`config.mk`:
```
export PLATFORM = sky130hd
export DESIGN_NAME = serial_lcd_loader
export DESIGN_NICKNAME = d
export VERILOG_FILES = /design/src/rtl/lcd_ld_pkg.sv /design/src/rtl/lcd_rst_sync.sv /design/src/rtl/lcd_bit_framer.sv /design/src/rtl/lcd_frame_shift.sv /design/src/rtl/serial_lcd_loader.sv
export SDC_FILE = /design/constraint.sdc
export NUM_CORES = 1
export LEC_CHECK = 0
export ABC_AREA = 1
export BUFFER_PORTS_ARGS = -buffer_cell sky130_fd_sc_hd__buf_2
export CORE_MARGIN = 4
export CORE_UTILIZATION = 59
export CTS_CLUSTER_DIAMETER = 50
export DETAILED_ROUTE_END_ITERATION = 8
export GPL_TIMING_DRIVEN = 1
export PLACE_DENSITY = 0.8
export SLEW_MARGIN = 5
export SYNTH_ARGS = -nofsm -noshare
export SYNTH_HDL_FRONTEND = slang
export SYNTH_SLANG_ARGS = --single-unit
```
`constraint.sdc`:
```
create_clock -name clk -period 3.2 [get_ports clk]
set_clock_uncertainty 0.2 [all_clocks]
set_input_delay 0.32 -clock clk [delete_from_list [all_inputs] [get_ports clk]]
set_output_delay 0.32 -clock clk [all_outputs]
set_load 0.005 [all_outputs]
```
`src/rtl/lcd_ld_pkg.sv`:
```
package lcd_ld_pkg;

    typedef enum logic [1:0] {
        LEN_FULL  = 2'b00,
        LEN_MID   = 2'b01,
        LEN_SHORT = 2'b10,
        LEN_ALT   = 2'b11
    } len_sel_e;

    function automatic int unsigned sel_len(
        input len_sel_e    s,
        input int unsigned full_len,
        input int unsigned mid_len,
        input int unsigned short_len
    );
        case (s)
            LEN_MID:   return mid_len;
            LEN_SHORT: return short_len;
            default:   return full_len;
        endcase
    endfunction

endpackage

```
`src/rtl/lcd_rst_sync.sv`:
```
module lcd_rst_sync #(
    parameter int STAGES = 2
) (
    input  logic clk,
    input  logic in_n,
    output logic rst
);
    logic [STAGES-1:0] sy;

    always_ff @(posedge clk) begin
        sy <= {sy[STAGES-2:0], in_n};
    end

    assign rst = ~sy[STAGES-1];
endmodule

```
`src/rtl/lcd_bit_framer.sv`:
```
module lcd_bit_framer
    import lcd_ld_pkg::*;
#(
    parameter int WORD_MAX  = 128,
    parameter int MID_LEN   = 32,
    parameter int SHORT_LEN = 8,
    parameter int LEN_W     = $clog2(WORD_MAX + 1)
) (
    input  logic             clk,
    input  logic             clr,
    input  logic             bit_en,
    input  logic [1:0]       mode,
    output logic             last_bit,
    output logic [LEN_W-1:0] cnt,
    output logic [LEN_W-1:0] cur_len
);
    localparam logic [LEN_W-1:0] FULL_LEN = LEN_W'(WORD_MAX);

    logic [LEN_W-1:0] new_len;

    assign new_len  = LEN_W'(sel_len(len_sel_e'(mode), WORD_MAX, MID_LEN, SHORT_LEN));
    assign last_bit = bit_en && (cnt != '0) && (cnt == cur_len - LEN_W'(1));

    always_ff @(posedge clk) begin
        if (clr) begin
            cnt     <= '0;
            cur_len <= FULL_LEN;
        end else if (bit_en) begin
            if (cnt == '0) cur_len <= new_len;
            if (last_bit) cnt <= '0;
            else          cnt <= cnt + LEN_W'(1);
        end
    end
endmodule

```
`src/rtl/lcd_frame_shift.sv`:
```
module lcd_frame_shift #(
    parameter int WORD_MAX = 128
) (
    input  logic                clk,
    input  logic                clr,
    input  logic                bit_en,
    input  logic                last_bit,
    input  logic                sdi,
    output logic [WORD_MAX-1:0] frame_next
);
    logic [WORD_MAX-2:0] sr;

    assign frame_next = {sr, sdi};

    always_ff @(posedge clk) begin
        if (clr) begin
            sr <= '0;
        end else if (bit_en) begin
            if (last_bit) sr <= '0;
            else          sr <= frame_next[WORD_MAX-2:0];
        end
    end
endmodule

```
`src/rtl/serial_lcd_loader.sv`:
```
module serial_lcd_loader #(
    parameter int WORD_MAX  = 128,
    parameter int MID_LEN   = 32,
    parameter int SHORT_LEN = 8,
    parameter int CMD_W     = 8,
    parameter int SYNC_ST   = 2
) (
    input  logic                      clk,
    input  logic                      reg_rst_n,
    input  logic                      cnt_rst_n,
    input  logic                      bit_en,
    input  logic                      sdi,
    input  logic [1:0]                word_mode,
    output logic [CMD_W-1:0]          cmd_q,
    output logic [WORD_MAX-CMD_W-1:0] seg_wdata,
    output logic                      seg_we,
    output logic                      done
);
    localparam int PAY_W = WORD_MAX - CMD_W;
    localparam int LEN_W = $clog2(WORD_MAX + 1);
    localparam int IDX_W = $clog2(WORD_MAX);
    localparam logic [LEN_W-1:0] CMD_LEN = LEN_W'(CMD_W);

    // index 0: register reset, index 1: counter reset
    logic [1:0] rst_in_n;
    logic [1:0] rst_sy;
    assign rst_in_n = {cnt_rst_n, reg_rst_n};

    for (genvar g = 0; g < 2; g++) begin : g_sync
        lcd_rst_sync #(.STAGES(SYNC_ST)) u_sync (
            .clk  (clk),
            .in_n (rst_in_n[g]),
            .rst  (rst_sy[g])
        );
    end

    logic rst_reg_q, rst_cnt_q, clr_any;
    assign rst_reg_q = rst_sy[0];
    assign rst_cnt_q = rst_sy[1];
    assign clr_any   = rst_reg_q | rst_cnt_q;

    logic             last_bit;
    logic [LEN_W-1:0] fr_cnt, fr_len;
    logic [WORD_MAX-1:0] frame_next;

    lcd_bit_framer #(
        .WORD_MAX (WORD_MAX),
        .MID_LEN  (MID_LEN),
        .SHORT_LEN(SHORT_LEN),
        .LEN_W    (LEN_W)
    ) u_framer (
        .clk      (clk),
        .clr      (clr_any),
        .bit_en   (bit_en),
        .mode     (word_mode),
        .last_bit (last_bit),
        .cnt      (fr_cnt),
        .cur_len  (fr_len)
    );

    lcd_frame_shift #(.WORD_MAX(WORD_MAX)) u_shift (
        .clk        (clk),
        .clr        (clr_any),
        .bit_en     (bit_en),
        .last_bit   (last_bit),
        .sdi        (sdi),
        .frame_next (frame_next)
    );

    logic             commit, has_pay;
    logic [IDX_W-1:0] cmd_hi;
    logic [LEN_W-1:0] shamt;
    logic [PAY_W-1:0] pay_mask, pay_next;
    logic [CMD_W-1:0] cmd_next;

    assign commit   = last_bit & ~clr_any;
    assign has_pay  = fr_len > CMD_LEN;
    assign cmd_hi   = IDX_W'(fr_len - LEN_W'(1));
    assign shamt    = fr_len - CMD_LEN;
    assign cmd_next = frame_next[cmd_hi -: CMD_W];
    assign pay_mask = ~({PAY_W{1'b1}} << shamt);
    assign pay_next = frame_next[PAY_W-1:0] & pay_mask;

    always_ff @(posedge clk) begin
        if (rst_reg_q) begin
            cmd_q     <= '0;
            seg_wdata <= '0;
            seg_we    <= 1'b0;
            done      <= 1'b0;
        end else begin
            done   <= commit;
            seg_we <= commit & has_pay;
            if (commit) cmd_q <= cmd_next;
            if (commit && has_pay) seg_wdata <= pay_next;
        end
    end
endmodule

```
# ---- Word-level counts from Yosys, hierarchy flattened
# Cells that the tools add are included.
dict set report word_totals {
  out_inout_bits 130
  regBits 277
  word_cells 35
  inputBits 7
}
dict set report classes {
  n_bitwise 8
  n_reduce_logical 6
  muxes 3
  n_shift 2
  addsub 3
  eq_ne 3
  n_lt_le_gt_ge 1
}
# op count
set ops {}
lappend ops {{135-bit by 8-bit indexed part select with 8-bit output} 1}
lappend ops {{127-bit two-way mux} 1}
lappend ops {{120-bit AND} 1}
lappend ops {{120-bit NOT} 1}
lappend ops {{120-bit by 8-bit << shifter with 120-bit output (first input constant)} 1}
lappend ops {{8-bit case mux with 2 select lines} 1}
lappend ops {{8-bit by 1-bit adder with 8-bit output (second input constant)} 1}
lappend ops {{8-bit equality test} 1}
lappend ops {{8-bit by 4-bit greater-than comparator with 1-bit output (second input constant)} 1}
lappend ops {{8-bit logical NOT} 1}
lappend ops {{8-bit two-way mux} 1}
lappend ops {{8-bit nonzero test} 1}
lappend ops {{8-bit by 1-bit subtractor with 8-bit output (second input constant)} 1}
lappend ops {{8-bit by 4-bit subtractor with 8-bit output (second input constant)} 1}
lappend ops {{1-bit logical AND} 3}
lappend ops {{1-bit NOT} 3}
lappend ops {{1-bit AND} 2}
lappend ops {{2-bit by 1-bit equality test with 1-bit output (second input constant)} 1}
lappend ops {{2-bit equality test (second input constant)} 1}
lappend ops {{2-bit AND reduction} 1}
lappend ops {{1-bit OR} 1}

# ---- Longest topological paths before layout
# Gate-level depths: netlist (run 1).
dict set report depth {
  word_depth 5
  depth_mapped 18
  mapped_depth_nobuf 13
}

# ---- By module
# From an unflattened synthesis (run 1), not the netlist that was laid out.
dict set report hier_totals {
  hier_cells 2683
  hier_area_um2 16677.2
}
# module area_per_inst_um2 seq_area_each_um2 n_inst cells_each
set modules_own_cells {}
lappend modules_own_cells {serial_lcd_loader 11290.8 2602.5 1 2010}
lappend modules_own_cells {lcd_frame_shift 4579.4 2542.4 1 565}
lappend modules_own_cells {lcd_bit_framer 719.4 220.2 1 102}
lappend modules_own_cells {lcd_rst_sync 43.8 40.0 2 3}

# ---- Worst setup path after synthesis (run 1)
# No wires, ideal clock.
dict set report synth_path {
  path_type {reg-to-reg}
  start {register u_framer.cur_len[3]}
  end {register seg_wdata[100]}
  path_stages_with_launch 19
  required_ps 2890
  synth_period_minus_slack_ps 2861
  path_buffers 5
  slack_ps 339
  arrival_time_ps 2551
  setup_ps 110
  cell_sequence {dfxtp_1 inv_2 clkbuf_1 ha_1 buf_2 inv_2 buf_2 ha_1 inv_1 nand2_1 nand2_1 nor2_1 nand3_4 nor2_4 buf_6 buf_4 nand3_1 nand2_1 nor2_1}
}
dict set report synth_between {
  elab_chain_cells 5
  word_cells_on_any_way 10
  cone_classes {add/sub (2); order compare (1); eq/ne (1); shift (1); bitwise (3); reduce/logical (2)}
}
# element line_no
set synth_rtl {}
lappend synth_rtl {{from (decl)} lcd_bit_framer.sv:15} ;# output logic [LEN_W-1:0] cur_len
lappend synth_rtl {{from (signal assigned)} lcd_bit_framer.sv:29} ;# if (cnt == '0) cur_len <= new_len;
lappend synth_rtl {{branches (longest 5 deep; another with 8-bit by 4-bit subtractor with 8-bit output)} --}
lappend synth_rtl {{to (signal assigned)} serial_lcd_loader.sv:94} ;# if (commit && has_pay) seg_wdata <= pay_next;
lappend synth_rtl {{to (decl)} serial_lcd_loader.sv:15} ;# output logic [WORD_MAX-CMD_W-1:0] seg_wdata,
# Several ways; the timed one is not identified.
# A chain may end at the register's enable or synchronous reset.

# ---- Worst setup path after layout (run 1)
dict set report layout_path {
  start {register u_framer.cur_len[5]}
  end {register u_shift.sr[52]}
}
dict set report layout_between {
  elab_chain_cells 4
}
# element line_no
set layout_rtl {}
lappend layout_rtl {{8-bit by 1-bit subtractor with 8-bit output} lcd_bit_framer.sv:22} ;# assign last_bit = bit_en && (cnt != '0) && (cnt == cur_len - LEN_W'(1));
lappend layout_rtl {{8-bit equality test} lcd_bit_framer.sv:22}
lappend layout_rtl {{1-bit logical AND} lcd_bit_framer.sv:22}
lappend layout_rtl {{127-bit two-way mux} lcd_frame_shift.sv:19} ;# if (last_bit) sr <= '0;
lappend layout_rtl {{to (signal assigned)} lcd_frame_shift.sv:20} ;# else sr <= frame_next[WORD_MAX-2:0];
lappend layout_rtl {{to (decl)} lcd_frame_shift.sv:11} ;# logic [WORD_MAX-2:0] sr;
# No other way between the ends.

==> results of run 1 <==
routing by layer:
metal	vias to the layer above	wire length (um)	global-route usage, %
met5	-	0	0
met3	39	1430	2.81
met4	0	456	5.49
met1	4819	12600	32.4
li1	5610	-	-
met2	246	13500	42.8
layout make-up:
class / count / area (um^2) / area share, %
clock buffers: 38 / 778 / 5.67
clock inverters: 10 / 110 / 0.802
inverters: 326 / 1230 / 8.93
multi-input cells: 1084 / 4890 / 35.6
flip-flops and latches: 272 / 5450 / 39.7
well taps: 270 / 338 / 2.46
repair buffers: 163 / 938 / 6.83
flip-flops by register name (all words and copies together), names as in the netlist:
name              flops
g_sync.u_sync.sy      4
cmd_q                 8
seg_wdata           120
seg_we                1
done                  1
u_framer.cnt          8
u_shift.sr          127
u_framer.cur_len      3
cell families after synthesis:
| logic type | synth area share (%) |
|---|---|
| AND/OR/NAND/NOR | 27.6 |
| AO/OA/AOI/OAI | 11.9 |
| adder cells (fa/ha/maj) | 0.725 |
| XOR/XNOR | 0.218 |
| flip-flops | 45.1 |
| buffers and inverters | 14.5 |
placed cells by master (no fill, tap or decap), types with 28 or more instances in the layout:
master     count
inv_1        320
a211oi_1      85
o211ai_1      31
nand2_1      380
nand3_1       74
buf_2        136
nor2_1       375
a21oi_1       56
clkbuf_16     28
dfxtp_1      271
o21ai_0       37
critical path, delay by kind of cell (launching register included):
kind | cells | cell delay (ns)
DFF | 1 | 0.33
buffers and inverters | 3 | 0.54
adders and majority gates | 1 | 0.53
and+or+nand+nor | 5 | 1.10
AOI/OAI and AO/OA | 1 | 0.08
power breakdown:
group / internal (uW) / switching, uW / total (uW)
clock network: 1860 / 1310 / 3170
logic: 132 / 299 / 431
registers: 3440 / 40.5 / 3490
through the flow:
step	setup slack (ns)	instance area, um^2
floorplan	0.339	12100
global placement	0.384	12800
detailed placement	0.232	12800
CTS	0.193	13700
global route	0.0166	13700
finish	0.208	13700
final timing paths:
kind                                from                      to  slack [ns]
setup reg to reg     u_framer.cur_len[5]          u_shift.sr[52]        0.21
hold reg to reg   g_sync[0].u_sync.sy[0]  g_sync[0].u_sync.sy[1]        0.13
hold / removal              word_mode[1]     u_framer.cur_len[7]        0.04
setup / recovery     u_framer.cur_len[5]          u_shift.sr[52]        0.21
timing repair:
action / CTS / global route
setup endpoints to repair: 0 / 30
hold buffers: 4 / 0
gates resized for setup: 0 / 2
endpoints found under the hold margin: 5 / 0
==> reports/metrics.yaml, run 1 <==
placed_design:
  dp.cells: 2111
  dp_hpwl_um: 18000
  place.gp.congestion: 0.896
  port_buffers: 136
logic_synthesis:
  ys_top_cells_by_area: "dfxtp_1 (45%), nand2_1 (12%), nor2_1 (12%)"
  synth_top_area_cell: "dfxtp_1"
  synth_top_area_share_pct: 45.1
  syn_avg_cell_area_um2: 6.71
  synth_edf_count: 0
  synth_most_common_cell: "nand2_1"
  synth_cell_types: 29
  synth_ff_type: "dfxtp_1"
  yosys-top-cells-count: "nand2_1 (381), nor2_1 (375), inv_1 (320)"
  synth_cells: 1799
  ys_warn_count: 0
  async_flop_share_pct: 0
  synth_seq_cells: 272
  synth_area_um2: 12100
  syn_nets: 1813
  seq_area_frac_synth_pct: 45.1
critical_path:
  arrival_ns: 3.15
  critical_path.most_common_cell: "nand2_1"
  r2r_cells: 10
  critPathKind: "flop to flop"
  end_kind: "flop"
  crit_chain: "inv_1 -> ha_1 -> inv_2 -> nand2_1 -> nand2_1 -> nor2_1 -> nand3_4 -> nand2_4 -> buf_12 -> a211oi_1"
  cp_max_fo: 34
  critPathLaunchType: "flop"
  slowest_stage: "ha_1"
  cp.required_ns: 3.36
  max_stage_delay_ns: 0.53
global_route:
  grt_overflow_total: 0
  first_global_vias: 9858
  grt_use_total_pct: 24.4
  grt_max_degree: 160
  grt_pass1_wl_um: 46700
  grt_antenna_before_repair: 0
min_path:
  hp-class: "input port to flop"
  hold_path_depth: 4
timing:
  setup_tns_ns: 0
  period_share_pct: 93.5
  timing.final.crit_period_ns: 2.99
  finalHoldViolCount: 0
  clock.fmax_mhz: 334
  max_slew_margin_pct: 34.8
  rsz0062_at_grt: "false"
  whs_ns: 0.0441
  worst_pin_slew_ns: 0.979
  setup_viol_count_final: 0
  drv_slew: 0
layout:
  final_util_pct: 68.1
  synthToLayoutAreaGrowth_pct: 13.7
  finalNonFillerCells: 2163
  drive_above_1_share_pct: 11.3
  diodes: 0
  fill_cells: 1774
  layout.nets: 1888
clock_network:
  cts_buffers: 27
  cts.clk_slew.worst_paths_ns: 0.06
  cts_setup_buffers: 0
  h-tree-depth: 1
  cts.sinks: 272
  clk_path_buf_depth: 3
  cts_tree: "done"
  worstSkewPairLatency_ns: 0.54
  cts_root_buffer: "clkbuf_16"
pwr:
  ir_drop_v: 0.000489
  p_per_area_nw_per_um2: 516
  power_uw: 7090
  p_leak_uw: 0.00696
floorplanning:
  die_height_um: 151
  initial_core_util_pct: 59.9
  io_pins: 137
  rows: 52
  core-area_um2: 20200
  die_area_um2: 22800
  die_w_um: 151
drt:
  via_per_inst: 4.95
  avgRoutedWirePerCell_um: 13.0
  postRouteAntennaNets: 0
  wl_um: 28000
  drt-initial-drc-count: 724
  first_pass_iters: 5
  vias: 10714
  route.detailed.drc: 0
status:
  run_status: "complete, no violations"
flow_run:
  maxCapViolCount: 0
No activity file was read; power rests on OpenSTA's default activity.
==> run 2, diff against run 1 <==
--- a/config.mk
+++ b/config.mk
@@ -12,7 +12,9 @@
 export CTS_CLUSTER_DIAMETER = 50
 export DETAILED_ROUTE_END_ITERATION = 8
 export GPL_TIMING_DRIVEN = 1
+export HOLD_SLACK_MARGIN = 0.12
 export PLACE_DENSITY = 0.8
+export SKIP_CTS_REPAIR_TIMING = 1
 export SLEW_MARGIN = 5
 export SYNTH_ARGS = -nofsm -noshare
 export SYNTH_HDL_FRONTEND = slang
==> run 2 against run 1 <==
Effect of this change: critical path depth did not move; sequential cell count unchanged; first-iteration DRC count is 6.8% lower; die area unchanged; core utilization about the same; wire length is essentially flat; power about the same; global-route usage decreased by 0.057 points; register-to-register slack is essentially flat; sequential power is essentially flat; critical path type unchanged; highest routed layer unchanged.
==> reports/metrics.yaml, run 2 (synthesis gave the netlist of run 1 again) <==
status:
  run_status: "complete, no violations"  # unchanged
critical_path:
  critical_path.most_common_cell: "nand2_1"  # unchanged
  arrival_ns: 3.14  # was 3.15 ns
  critPathKind: "flop to flop"  # unchanged
  cp_max_fo: 34  # unchanged
  cp.required_ns: 3.36  # about the same
  slowest_stage: "ha_1"  # unchanged
  crit_chain: "inv_1 -> ha_1 -> inv_2 -> nand2_1 -> nand2_1 -> nor2_1 -> nand3_4 -> nand2_4 -> buf_12 -> a211oi_1"  # unchanged
  max_stage_delay_ns: 0.52  # was 0.53 ns
  critPathLaunchType: "flop"  # unchanged
  end_kind: "flop"  # unchanged
floorplanning:
  rows: 52  # unchanged
  core-area_um2: 20200  # unchanged
  die_height_um: 151  # unchanged
  initial_core_util_pct: 59.9  # unchanged
  die_w_um: 151  # unchanged
  io_pins: 137  # unchanged
  die_area_um2: 22800  # unchanged
layout:
  drive_above_1_share_pct: 11.3  # about the same
  final_cell_mix: "nand2_1 (380), nor2_1 (375), inv_1 (320), dfxtp_1 (271), buf_2 (136)"  # unchanged
  finalNonFillerCells: 2164  # was 2163
  final_common_cell: "nand2_1"  # unchanged
  layout.nets: 1889  # was 1888
  largest_register_ffs: 127  # unchanged
  synthToLayoutAreaGrowth_pct: 13.8  # was 13.7%
  largestRegisters: "u_shift.sr x127, seg_wdata x120"  # unchanged
  diodes: 0  # unchanged
  regMostFlops: "u_shift.sr"  # unchanged
drt:
  vias: 10705  # was 10714
  drt-initial-drc-count: 675  # was 724
  wl_um: 28000  # about the same
  via_per_inst: 4.95  # about the same
  avgRoutedWirePerCell_um: 13.0  # about the same
  postRouteAntennaNets: 0  # unchanged
  first_pass_iters: 5  # unchanged
  route.detailed.drc: 0  # unchanged
clock_network:
  cts_tree: "done"  # unchanged
  cts.sinks: 272  # unchanged
  cts_root_buffer: "clkbuf_16"  # unchanged
  h-tree-depth: 1  # unchanged
  worstSkewPairLatency_ns: 0.54  # about the same
  clk_path_buf_depth: 3  # unchanged
  cts_buffers: 27  # unchanged
  cts.clk_slew.worst_paths_ns: 0.06  # about the same
placed_design:
  dp_slack_ns: 0.232  # unchanged
  place.gp.congestion: 0.896  # unchanged
  dp_hpwl_um: 18000  # unchanged
  port_buffers: 136  # unchanged
  dp.cells: 2111  # unchanged
pwr:
  pwr-share-seq_pct: 49.2  # about the same
  clock_power_share_pct: 44.8  # was 44.7%
  switching_share_pct: 23.4  # was 23.3%
  p_per_area_nw_per_um2: 516  # about the same
  ir_drop_v: 0.000489  # about the same
  p_leak_uw: 0.00697  # was 0.00696 uW
  power_uw: 7090  # about the same
  intPower_uw: 5430  # about the same
  pwr-share-comb_pct: 6.1  # about the same
  switching_power_uw: 1660  # was 1650 uW
timing:
  whs_ns: 0.0924  # was 0.0441 ns
  timing.final.crit_period_ns: 2.98  # was 2.99 ns
  clock.fmax_mhz: 336  # was 334 MHz
  rsz0062_at_grt: "false"  # unchanged
  max_slew_margin_pct: 35.0  # was 34.8%
  finalHoldViolCount: 0  # unchanged
  setup_slack_ns: 0.223  # was 0.208 ns
  worst_pin_slew_ns: 0.974  # was 0.979 ns
  setup_tns_ns: 0  # unchanged
  setup_viol_count_final: 0  # unchanged
  period_share_pct: 93.0  # was 93.5%
  drv_slew: 0  # unchanged
global_route:
  grt_pass1_wl_um: 46600  # was 46700 um
  top_usage_layer: "met2"  # unchanged
  use_met1_pct: 32.3  # was 32.4%
  grt_overflow_total: 0  # unchanged
  grt_max_degree: 160  # unchanged
  grtUsageMet2_pct: 42.7  # was 42.8%
  grt_antenna_before_repair: 0  # unchanged
  grt_use_total_pct: 24.3  # was 24.4%
  first_global_vias: 9815  # was 9858
  use_met3_pct: 2.87  # was 2.81%
min_path:
  hp-class: "input port to flop"  # unchanged
flow_run:
  maxCapViolCount: 0  # unchanged
run 2: cell count changes in the layout (fill, tap and decap cells not counted):
cell,delta
dlygate4sd3_1,+1
run 2: cell type report:
cell class	instances	area [um^2]
Multi-Input combinational cell	1084	4890
Tap cell	270	338
Timing Repair Buffer	164	948
Fill cell	1772	6430
Clock buffer	38	778
Sequential cell	272	5450
Clock inverter	10	110
Inverter	326	1230
run 2: worst paths after layout:
kind	start	to	slack [ns]	cells past startpoint
hold reg to reg	g_sync[0].u_sync.sy[0]	g_sync[0].u_sync.sy[1]	0.13	0
setup reg to reg	u_framer.cur_len[5]	u_shift.sr[52]	0.22	10
hold / removal	word_mode[0]	u_framer.cur_len[5]	0.09	4
setup / recovery	u_framer.cur_len[5]	u_shift.sr[52]	0.22	10
run 2: power groups by stage:
stage	combinational (uW)	sequential, uW	clock, uW
2_1_floorplan	329	3550	0
3_3_place_gp	410	3560	0
3_5_place_dp	420	3560	0
4_1_cts	423	3480	3210
5_1_grt	493	3490	3350
6_report	432	3490	3170
run 2: worst max-delay path, delay by kind of cell (launching register included):
| family | cells | cell delay [ns] |
|---|---|---|
| fa+ha+maj | 1 | 0.52 |
| flops | 1 | 0.33 |
| simple gates | 5 | 1.10 |
| buf+inv | 3 | 0.54 |
| compound gates | 1 | 0.08 |
run 2: layer usage:
layer  routed length (um)  share of wire, %
met1                12600                45
met2                13600                49
met3                 1350               4.8
met4                  452               1.6
met5                    0                 0
run 2: metrics by stage:
step	cell area, um^2	utilization, %
after global placement	12800	63.4
after global routing	13700	68.1
final	13700	68.1
after detailed placement	12800	63.4
after floorplan	12100	-
after CTS	13700	67.9
